File: config.mk
export PLATFORM = sky130hd
export DESIGN_NAME = inverter_trigger_pwm
export DESIGN_NICKNAME = d
export VERILOG_FILES = /design/src/rtl/invtrig_pkg.sv /design/src/rtl/invtrig_edge_sync.sv /design/src/rtl/invtrig_interval_meter.sv /design/src/rtl/invtrig_softstart.sv /design/src/rtl/invtrig_gate_seq.sv /design/src/rtl/inverter_trigger_pwm.sv
export SDC_FILE = /design/constraint.sdc
export NUM_CORES = 1
export LEC_CHECK = 0
export BUFFER_PORTS_ARGS = -buffer_cell sky130_fd_sc_hd__buf_2
export CORE_AREA = 2 2 139 141
export CTS_CLUSTER_DIAMETER = 80
export CTS_CLUSTER_SIZE = 8
export DETAILED_ROUTE_END_ITERATION = 6
export DIE_AREA = 0 0 141 143
export PLACE_DENSITY = 0.71
export SLEW_MARGIN = 20
export SYNTH_ARGS = -nofsm -noshare
export SYNTH_HDL_FRONTEND = slang
export SYNTH_SLANG_ARGS = --single-unit
File: constraint.sdc
create_clock -name clk -period 3.24 [get_ports clk]
set_input_delay 0.324 -clock clk [delete_from_list [all_inputs] [get_ports clk]]
set_output_delay 0.324 -clock clk [all_outputs]
set_load 0.05 [all_outputs]
File: src/rtl/invtrig_pkg.sv
package invtrig_pkg;

  typedef enum logic [1:0] {
    PH_IDLE = 2'd0,
    PH_DEAD = 2'd1,
    PH_ON   = 2'd2
  } leg_phase_e;

  localparam int unsigned RAMP_STEPS = 16;
  localparam int unsigned LEVEL_W    = 5;

endpackage

File: src/rtl/invtrig_edge_sync.sv
module invtrig_edge_sync (
  input  logic clk,
  input  logic rst_n,
  input  logic async_i,
  output logic rise_o
);
  logic [2:0] sh_q;
  logic [2:0] sh_d;

  always_comb begin
    sh_d = {sh_q[1:0], async_i};
  end

  always_ff @(posedge clk or negedge rst_n) begin
    if (!rst_n) sh_q <= '0;
    else        sh_q <= sh_d;
  end

  assign rise_o = sh_q[1] & ~sh_q[2];

endmodule

File: src/rtl/invtrig_interval_meter.sv
module invtrig_interval_meter #(
  parameter int unsigned CNT_W = 16,
  parameter int unsigned DW    = 8
) (
  input  logic             clk,
  input  logic             rst_n,
  input  logic             fe_i,
  input  logic             de_i,
  output logic [CNT_W-1:0] iv_len_o,
  output logic [DW-1:0]    dedges_o
);
  localparam logic [CNT_W-1:0] LEN_MAX = '1;
  localparam logic [DW-1:0]    DE_MAX  = '1;

  logic [CNT_W-1:0] len_q, len_d;
  logic [DW-1:0]    dcnt_q, dcnt_d;
  logic [DW-1:0]    dsum;

  always_comb begin
    dsum = (de_i && dcnt_q != DE_MAX) ? dcnt_q + 1'b1 : dcnt_q;
    if (fe_i) begin
      len_d  = {{(CNT_W-1){1'b0}}, 1'b1};
      dcnt_d = '0;
    end else begin
      len_d  = (len_q != LEN_MAX) ? len_q + 1'b1 : len_q;
      dcnt_d = dsum;
    end
  end

  always_ff @(posedge clk or negedge rst_n) begin
    if (!rst_n) begin
      len_q  <= '0;
      dcnt_q <= '0;
    end else begin
      len_q  <= len_d;
      dcnt_q <= dcnt_d;
    end
  end

  assign iv_len_o = len_q;
  assign dedges_o = dsum;

endmodule

File: src/rtl/invtrig_softstart.sv
module invtrig_softstart
  import invtrig_pkg::*;
#(
  parameter int unsigned STEP_CLKS = 64
) (
  input  logic               clk,
  input  logic               rst_n,
  input  logic               run_i,
  input  logic [3:0]         ramp_sel_i,
  output logic [LEVEL_W-1:0] level_o
);
  localparam int unsigned SW = $clog2(15 * STEP_CLKS + 1);
  localparam logic [LEVEL_W-1:0] LVL_FULL = LEVEL_W'(RAMP_STEPS);

  logic [SW-1:0]      scnt_q, scnt_d;
  logic [LEVEL_W-1:0] lvl_q, lvl_d;
  logic [SW-1:0]      step_len;

  always_comb begin
    step_len = SW'(ramp_sel_i) * SW'(STEP_CLKS);
    scnt_d   = scnt_q;
    lvl_d    = lvl_q;
    if (!run_i) begin
      scnt_d = '0;
      lvl_d  = '0;
    end else if (ramp_sel_i == 4'd0) begin
      scnt_d = '0;
      lvl_d  = LVL_FULL;
    end else if (scnt_q >= step_len - 1'b1) begin
      scnt_d = '0;
      if (lvl_q < LVL_FULL) lvl_d = lvl_q + 1'b1;
    end else begin
      scnt_d = scnt_q + 1'b1;
    end
  end

  always_ff @(posedge clk or negedge rst_n) begin
    if (!rst_n) begin
      scnt_q <= '0;
      lvl_q  <= '0;
    end else begin
      scnt_q <= scnt_d;
      lvl_q  <= lvl_d;
    end
  end

  assign level_o = lvl_q;


  ramp_cap_chk: assert property (@(posedge clk) disable iff (!rst_n)
    lvl_q <= LVL_FULL);

  ramp_mono_chk: assert property (@(posedge clk) disable iff (!rst_n)
    run_i |=> lvl_q >= $past(lvl_q));

  ramp_clear_chk: assert property (@(posedge clk) disable iff (!rst_n)
    !run_i |=> lvl_q == '0);

endmodule

File: src/rtl/invtrig_gate_seq.sv
module invtrig_gate_seq
  import invtrig_pkg::*;
#(
  parameter int unsigned CNT_W      = 16,
  parameter int unsigned DW         = 8,
  parameter int unsigned DEAD_CLKS  = 4,
  parameter int unsigned WIDTH_UNIT = 4
) (
  input  logic               clk,
  input  logic               rst_n,
  input  logic               run_i,
  input  logic               fe_i,
  input  logic [CNT_W-1:0]   iv_len_i,
  input  logic [DW-1:0]      dedges_i,
  input  logic [3:0]         duty_sel_i,
  input  logic [LEVEL_W-1:0] level_i,
  output logic               gate_a_o,
  output logic               gate_b_o
);
  localparam int unsigned XW   = CNT_W + DW + 8;
  localparam int unsigned DEFF = (DEAD_CLKS < 1) ? 1 : DEAD_CLKS;
  localparam logic [CNT_W-1:0] DEAD_V = CNT_W'(DEFF);
  localparam logic [CNT_W-1:0] ONE_V  = {{(CNT_W-1){1'b0}}, 1'b1};

  leg_phase_e       ph_q, ph_d;
  logic [CNT_W-1:0] tcnt_q, tcnt_d;
  logic [CNT_W-1:0] wlat_q, wlat_d;
  logic             leg_q, leg_d;

  logic [CNT_W-1:0] span;
  logic [XW-1:0]    cap, prod, wsel;

  always_comb begin
    span = (iv_len_i > DEAD_V) ? iv_len_i - DEAD_V : '0;
    cap  = (XW'(span) * XW'(level_i)) >> 4;
    prod = XW'(dedges_i) * XW'(duty_sel_i) * XW'(WIDTH_UNIT);
    wsel = (prod < cap) ? prod : cap;
  end

  always_comb begin
    ph_d   = ph_q;
    tcnt_d = tcnt_q;
    wlat_d = wlat_q;
    leg_d  = leg_q;
    if (!run_i) begin
      ph_d   = PH_IDLE;
      tcnt_d = '0;
      leg_d  = 1'b1;
    end else if (fe_i) begin
      ph_d   = PH_DEAD;
      tcnt_d = DEAD_V;
      leg_d  = ~leg_q;
      wlat_d = wsel[CNT_W-1:0];
    end else begin
      unique case (ph_q)
        PH_DEAD: begin
          if (tcnt_q == ONE_V) begin
            ph_d   = (wlat_q == '0) ? PH_IDLE : PH_ON;
            tcnt_d = wlat_q;
          end else begin
            tcnt_d = tcnt_q - 1'b1;
          end
        end
        PH_ON: begin
          if (tcnt_q == ONE_V) begin
            ph_d   = PH_IDLE;
            tcnt_d = '0;
          end else begin
            tcnt_d = tcnt_q - 1'b1;
          end
        end
        default: ;
      endcase
    end
  end

  always_ff @(posedge clk or negedge rst_n) begin
    if (!rst_n) begin
      ph_q   <= PH_IDLE;
      tcnt_q <= '0;
      wlat_q <= '0;
      leg_q  <= 1'b1;
    end else begin
      ph_q   <= ph_d;
      tcnt_q <= tcnt_d;
      wlat_q <= wlat_d;
      leg_q  <= leg_d;
    end
  end

  assign gate_a_o = (ph_q == PH_ON) & ~leg_q;
  assign gate_b_o = (ph_q == PH_ON) &  leg_q;


  no_overlap_chk: assert property (@(posedge clk) disable iff (!rst_n)
    !(gate_a_o && gate_b_o));

  stop_quiet_chk: assert property (@(posedge clk) disable iff (!rst_n)
    !run_i |=> !gate_a_o && !gate_b_o);

  edge_cut_chk: assert property (@(posedge clk) disable iff (!rst_n)
    fe_i |=> !gate_a_o && !gate_b_o);

endmodule

File: src/rtl/inverter_trigger_pwm.sv
module inverter_trigger_pwm
  import invtrig_pkg::*;
#(
  parameter int unsigned CNT_W      = 16,
  parameter int unsigned DW         = 8,
  parameter int unsigned DEAD_CLKS  = 4,
  parameter int unsigned WIDTH_UNIT = 4,
  parameter int unsigned STEP_CLKS  = 64
) (
  input  logic       clk,
  input  logic       rst_n,
  input  logic       freq_pulse_i,
  input  logic       duty_pulse_i,
  input  logic [3:0] duty_sel_i,
  input  logic [3:0] ramp_sel_i,
  input  logic       start_i,
  input  logic       ovp_i,
  input  logic       ocp_i,
  output logic       gate_a_o,
  output logic       gate_b_o,
  output logic       alarm_o
);
  localparam int unsigned NPULSE = 2;

  logic [1:0]          rs_q;
  logic                srst_n;
  logic [NPULSE-1:0]   pulse_in, pulse_rise;
  logic                alarm_q, alarm_d;
  logic                fault, run;
  logic [CNT_W-1:0]    iv_len;
  logic [DW-1:0]       dedges;
  logic [LEVEL_W-1:0]  level;

  always_ff @(posedge clk or negedge rst_n) begin
    if (!rst_n) rs_q <= 2'b00;
    else        rs_q <= {rs_q[0], 1'b1};
  end
  assign srst_n = rs_q[1];

  assign pulse_in = {duty_pulse_i, freq_pulse_i};

  for (genvar gi = 0; gi < NPULSE; gi++) begin : g_sync
    invtrig_edge_sync u_sync (
      .clk    (clk),
      .rst_n  (srst_n),
      .async_i(pulse_in[gi]),
      .rise_o (pulse_rise[gi])
    );
  end

  always_comb begin
    fault   = ovp_i | ocp_i;
    run     = start_i & ~fault & ~alarm_q;
    alarm_d = alarm_q | fault;
  end

  always_ff @(posedge clk or negedge srst_n) begin
    if (!srst_n) alarm_q <= 1'b0;
    else         alarm_q <= alarm_d;
  end

  invtrig_interval_meter #(.CNT_W(CNT_W), .DW(DW)) u_meter (
    .clk     (clk),
    .rst_n   (srst_n),
    .fe_i    (pulse_rise[0]),
    .de_i    (pulse_rise[1]),
    .iv_len_o(iv_len),
    .dedges_o(dedges)
  );

  invtrig_softstart #(.STEP_CLKS(STEP_CLKS)) u_ramp (
    .clk       (clk),
    .rst_n     (srst_n),
    .run_i     (run),
    .ramp_sel_i(ramp_sel_i),
    .level_o   (level)
  );

  invtrig_gate_seq #(
    .CNT_W(CNT_W), .DW(DW), .DEAD_CLKS(DEAD_CLKS), .WIDTH_UNIT(WIDTH_UNIT)
  ) u_seq (
    .clk       (clk),
    .rst_n     (srst_n),
    .run_i     (run),
    .fe_i      (pulse_rise[0]),
    .iv_len_i  (iv_len),
    .dedges_i  (dedges),
    .duty_sel_i(duty_sel_i),
    .level_i   (level),
    .gate_a_o  (gate_a_o),
    .gate_b_o  (gate_b_o)
  );

  assign alarm_o = alarm_q;


  alarm_set_chk: assert property (@(posedge clk) disable iff (!srst_n)
    (ovp_i || ocp_i) |=> alarm_o && !gate_a_o && !gate_b_o);

  alarm_hold_chk: assert property (@(posedge clk) disable iff (!srst_n)
    alarm_o |=> alarm_o);

  alarm_quiet_chk: assert property (@(posedge clk) disable iff (!srst_n)
    alarm_o |-> !gate_a_o && !gate_b_o);

endmodule

; Word level (Yosys, flattened, before mapping)
; Index checks and enable logic that the tools add are counted.
[word_totals]
elab_cells = 82
ff_bits = 83
output_inout_bits = 3
input_bits = 15
[op_classes]
multipliers = 2
eq_ne = 11
magnitude_cmp = 4
n_mux = 26
bitwise_logic = 13
reduce_logical = 7
addsub = 7
[ops]
columns = operator, count
row1 = $mux W16, 8
row2 = $pmux W16 S2, 1
row3 = $mux W10, 3
row4 = $mul A16 B5 Y21, 1
row5 = $mux W5, 4
row6 = $lt A14 B17 Y1, 1
row7 = $add A16 B1 Y16 const B, 1
row8 = $eq A16 B1 Y1 const B, 1
row9 = $gt A16 B3 Y1 const B, 1
row10 = $logic_not A16 Y1, 1
row11 = $mux W8, 2
row12 = $ne A16 B16 Y1 const B, 1
row13 = $sub A16 B1 Y16 const B, 1
row14 = $sub A16 B3 Y16 const B, 1
row15 = $mul A8 B4 Y12, 1
row16 = $ne A4 B4 Y1 const B, 3
row17 = $add A10 B1 Y10 const B, 1
row18 = $ge A10 B10 Y1, 1
row19 = $mux W2, 5
row20 = $sub A10 B1 Y10 const B, 1
row21 = $add A8 B1 Y8 const B, 1
row22 = $ne A8 B8 Y1 const B, 1
row23 = $and A1 B1 Y1, 6
row24 = $ne A3 B3 Y1 const B, 2
row25 = 14 further kinds, 21

; Logic depth before layout (Yosys ltp)
[depth]
word_depth = 7
mapped_depth = 34

; Cells and area by module
; From an unflattened synthesis, not the netlist that was laid out.
[hier_totals]
cells_unflattened = 973
hier_area_um2 = 8564.5
[by_module_without_submodules]
columns = module, cells_per_inst, n_inst, area_per_inst_um2, seq_area_each_um2
row1 = invtrig_gate_seq, 743, 1, 6053.3, 877.1
row2 = invtrig_interval_meter, 135, 1, 1371.3, 600.6
row3 = invtrig_softstart, 81, 1, 868.3, 375.4
row4 = invtrig_edge_sync, 4, 2, 88.8, 75.1
row5 = inverter_trigger_pwm, 6, 1, 93.8, 75.1

; Least setup slack after synthesis
; No wires, ideal clock.
[synth_path]
path_type = reg2reg
from = register u_meter.len_q[3], in the netlist u_meter.iv_len_o[3]
to = register u_seq.wlat_q[2]
path_slack_ps = -3935
arrival_ps = 7092
path_stages_with_launch = 33
setup_ps = 83
required_ps = 3157
n_path_buf = 3
path_cell_list = dfrtp_1 -> clkbuf_1 -> inv_1 -> ha_1 -> a21oi_1 -> or3b_1 -> buf_2 -> nor2_1 -> clkbuf_1 -> nor2_1 -> and2_1 -> fa_1 -> fa_1 -> inv_1 -> fa_1 -> inv_1 -> ha_1 -> and4_1 -> and3_1 -> a22oi_1 -> a21oi_1 -> nor3_2 -> o21bai_1 -> xnor2_1 -> ha_1 -> o22ai_1 -> a211oi_1 -> o2111ai_1 -> nor3_1 -> nand4_2 -> nor3_4 -> mux2_2 -> o21ai_0
[synth_via]
elab_chain_len = 5
elab_cells_between_ends = 6
[synth_rtl]
columns = element, line
row1 = start: declaration, invtrig_interval_meter.sv:15  ; logic [CNT_W-1:0] len_q, len_d;
row2 = start signal: assignment, invtrig_interval_meter.sv:35  ; len_q <= len_d;
row3 = $sub A16 B3 Y16 / $gt A16 B3 Y1 (equally long branches), invtrig_gate_seq.sv:34  ; span = (iv_len_i > DEAD_V) ? iv_len_i - DEAD_V : '0;
row4 = $mux W16 *, invtrig_gate_seq.sv:34
row5 = $mul A16 B5 Y21 *, invtrig_gate_seq.sv:35  ; cap = (XW'(span) * XW'(level_i)) >> 4;
row6 = $lt A14 B17 Y1, invtrig_gate_seq.sv:37  ; wsel = (prod < cap) ? prod : cap;
row7 = $mux W16 *, invtrig_gate_seq.sv:37
row8 = end signal: assignment, invtrig_gate_seq.sv:86  ; wlat_q <= wlat_d;
row9 = end: declaration, invtrig_gate_seq.sv:27  ; logic [CNT_W-1:0] wlat_q, wlat_d;
; Mark *: on every way between the ends. The rest lies on a longest branch, timed or not.
; A chain may end at the register's enable or synchronous reset.

; Worst setup path in the final report
[layout_path]
from = register u_meter.len_q[4], in the netlist u_meter.iv_len_o[4]
to = register u_seq.wlat_q[6]
; The elaborated chain is that of the path after synthesis.

==> key figures <==
Place
  – Post-DP HPWL: 15250 µm
  – Placer Congestion: 0.8676
  – Pre-CTS setup slack: -3.913 ns
  – Number of I/O port buffers: 17

Drt
  – Post-DRT Antenna Nets: 0
  – Vias per cell: 5.404
  – Top Layer Used: met4
  – Post-Route WL: 21460 µm
  – Initial DRC Count: 434
  – Via count: 7712
  – Routed length per instance: 15.04 µm
  – First drt pass iteration count: 5
  – DRC violation count after routing: 0
  – Metal3 WL: about 900 µm
  – Wire length on met2: 10500 µm
  – M1 WL: 9435 µm

Hold path
  – WHS Path Cells: 1
  – Hold Path End: g_sync[1].u_sync.sh_q[0]
  – Hold_sp: duty_pulse_i
  – Worst hold path type: input port to flop

Synthesis
  – Top post-synthesis cells by count: inv_1 (102), nand2_1 (102), nor2_1 (89), dfrtp_1 (82), ha_1 (70)
  – Post-synth ARST share: 1.000
  – Register bit total from synthesis: 83
  – Netlist cell types: 63
  – Cell Area, Synth: 8322 µm²
  – Syn. warnings: 0
  – Cell taking the most area after synthesis: dfrtp_1
  – Main area contributors after synthesis: dfrtp_1 (25%), fa_1 (13%), ha_1 (11%)
  – Post-Synthesis Mean Instance Area: ~8.4 µm²
  – Net Count, Synth: 1133
  – Post-synth EDFFs: 0
  – Synthesized instance count: slightly below 1000
  – Seq/Total Area, Yosys: 0.2497
  – Post-synth top area share: 0.2466
  – Top FF cell, synth: dfrtp_1

CTS
  – H-tree levels: 3
  – Worst-path clk slew: 0.07 ns
  – Clock sinks: 83
  – CTS tree: yes
  – Total clock buffers created by CTS: 9
  – Root Buffer: clkbuf_16
  – Max Root-Sink Buffers: 2
  – Clk Latency, worst-skew pair: ~0.35 ns

Global route
  – GRT Util Overall: 0.2150
  – Number of global-route vias before repair: 7686
  – First-pass GRT wire length: approximately 35000 µm
  – Antenna violations before repair: 0
  – Largest net degree at the start of global routing: 82
  – Gr ovfl total: 0

STA
  – Final Hold Vio Count: 0
  – Worst hold slack: 0.07800 ns
  – Final WS setup: -3.618 ns
  – Crit share post-route: 2.117
  – Endpoints failing setup: 14
  – Slew @ Worst Pin: just over 0.8 ns
  – Slew headroom: 0.4558
  – Setup Skew: 0.01087 ns
  – Tmin final: 6.858 ns
  – RSZ-0062 raised after global routing: true
  – Fin. max-slew vios: 0
  – Peak Freq: ~150 MHz

Floorplanning
  – Num rows: 50
  – I/O pin cnt: 18
  – Initial Util: 0.4479
  – Die Area: 20160 µm²
  – Core area: 18580 µm²
  – Die X: around 140 µm
  – Die height: 143 µm

Layout
  – Area of the multi-input gates: roughly 6300 µm²
  – NumNets Final: 1326
  – Fill count: 1537
  – Antenna Cells: 0
  – Flip-flop and latch area: 2082 µm²
  – Area delta synth->final: 32.45%
  – Share of cells above drive strength 1: 0.2883

Worst setup path
  – Worst setup path class: flop to flop
  – Critical Path AT: around 7 ns
  – Cell depth of the worst flop-to-flop path: 29
  – CP endpoint kind: flop
  – Worst endpoint required time: 3.50 ns
  – Cell repeated most along the worst path: fa_1
  – Crit-path max cell delay: ~0.5 ns
  – CP max FO: 8
  – R2R Path Start: u_meter.iv_len_o[4]
  – Worst setup SP type: flop
  – Worst Setup SP: u_meter.iv_len_o[4]
  – Crit-path slowest cell: fa_1
  – Worst reg2reg path endpoint: u_seq.wlat_q[6]
  – R2R Setup Slk: -3.62 ns

Outcome
  – Failing checks: negative setup slack
  – Run status: complete, but fails checks

Power
  – PwrDens: 387.6 nW/µm²
  – Max VDD drop: 0.0003023 V
  – Pleak: around 5.5 nW

Job
  – Max_cap viols: 0
-- where the power goes --
part	internal [mW]	total, mW	switching, mW	leakage (nW)
logic	1.14	2.19	1.06	4.29
registers	1.07	1.11	0.0399	1.12
clock network	0.521	0.969	0.448	0.137
total	2.73	4.27	1.54	5.55
-- per-layer routing --
metal  track usage  vias to the layer above
met5             0                        -
met4       0.08526                        0
met3       0.03186                       49
met2        0.3712                      179
met1        0.2726                     3741
li1              -                     3743
-- cells in the final DEF, fill, tap and decap left out, types with 5 or more instances in the layout --
| master | n |
|---|---|
| nor4_1 | 9 |
| a21oi_1 | 31 |
| nand2_1 | 100 |
| fa_1 | 52 |
| nor2_1 | 82 |
| a21o_1 | 13 |
| and2_1 | 43 |
| nand3_1 | 23 |
| inv_1 | 93 |
| xor2_1 | 21 |
| o21ai_0 | 39 |
| buf_2 | 17 |
| nand2b_1 | 19 |
| inv_2 | 8 |
| mux2i_1 | 7 |
| a21oi_2 | 7 |
| dfrtp_1 | 81 |
| and3_1 | 23 |
| nor3_2 | 5 |
| a31oi_1 | 9 |
| nand4_1 | 14 |
| a21oi_4 | 5 |
| nor2b_1 | 15 |
| ha_4 | 12 |
| nor3_1 | 15 |
| or3_1 | 10 |
| and2_4 | 12 |
| clkbuf_16 | 9 |
| ha_1 | 57 |
| o21ai_1 | 11 |
| xnor2_1 | 35 |
| buf_4 | 192 |
-- worst max-delay path by stage --
stage	endpoint	slack [ns]	depth (start not counted)
final	u_seq.wlat_q[6]	-3.62	29
after global routing	u_seq.wlat_q[6]	-3.84	30
after CTS	u_seq.wlat_q[7]	-3.47	30
after detailed placement	u_seq.wlat_q[12]	-3.91	28
after global placement	u_seq.wlat_q[12]	-3.59	29
after floorplan	u_seq.wlat_q[10]	-3.28	33
-- final cells by class --
class	count	share of cell area
Clock buffer	10	0.02077
Multi-Input combinational cell	774	0.5740
Sequential cell	83	0.1889
Timing Repair Buffer	217	0.1504
Inverter	103	0.03565
Clock inverter	6	0.003746
Tap cell	234	0.02656
-- through the flow --
stage	cells	TNS [ns]	power, mW	instance area (µm²)	utilization
after CTS	1420	-48.04	4.136	10770	0.5797
after global placement	1389	-49.24	2.817	10200	0.5492
final	1427	-50.05	4.272	11020	0.5932
after detailed placement	1389	-53.04	2.855	10200	0.5492
after floorplan	995	-45.19	2.186	8658	-
after global routing	1427	-53.03	4.484	11020	0.5932
-- kinds of logic after synthesis --
logic type	count (synthesis)	share of synthesized area
multiplexers	13	0.01624
other	1	0.0004506
AND/OR/NAND/NOR	413	0.2524
buffers and inverters	138	0.06345
AO/OA/AOI/OAI	166	0.1239
flip-flops	83	0.2497
adder cells (fa/ha/maj)	123	0.2327
XOR/XNOR	58	0.06104
-- state kept, by name, summed over array words and instances (netlist names) --
register,count
u_ramp.level_o,5
u_seq.ph_q,2
u_ramp.scnt_q,10
rs_q,2
u_seq.wlat_q,16
g_sync.u_sync.sh_q,6
alarm_o,1
u_seq.leg_q,1
u_seq.tcnt_q,16
u_meter.iv_len_o,16
u_meter.dcnt_q,8
-- critical path, delay by kind of cell (launching register included) --
kind                     cells  cell delay, ns
adder cells (fa/ha/maj)      5            2.06
AND/OR/NAND/NOR             10            2.00
AO/OA/AOI/OAI                7            1.49
buffers and inverters        6            0.62
flip-flops                   1            0.41
XOR/XNOR                     1            0.21
-- timing repair --
action	CTS	global route
setup endpoints to repair	14	14
resized for setup	31	40
hold buffers	1	0
endpoints found under the hold margin	2	0
pin swaps	27	18
cloned	1	0
buffers inserted	13	7
Power figures use the tool's default switching activity.
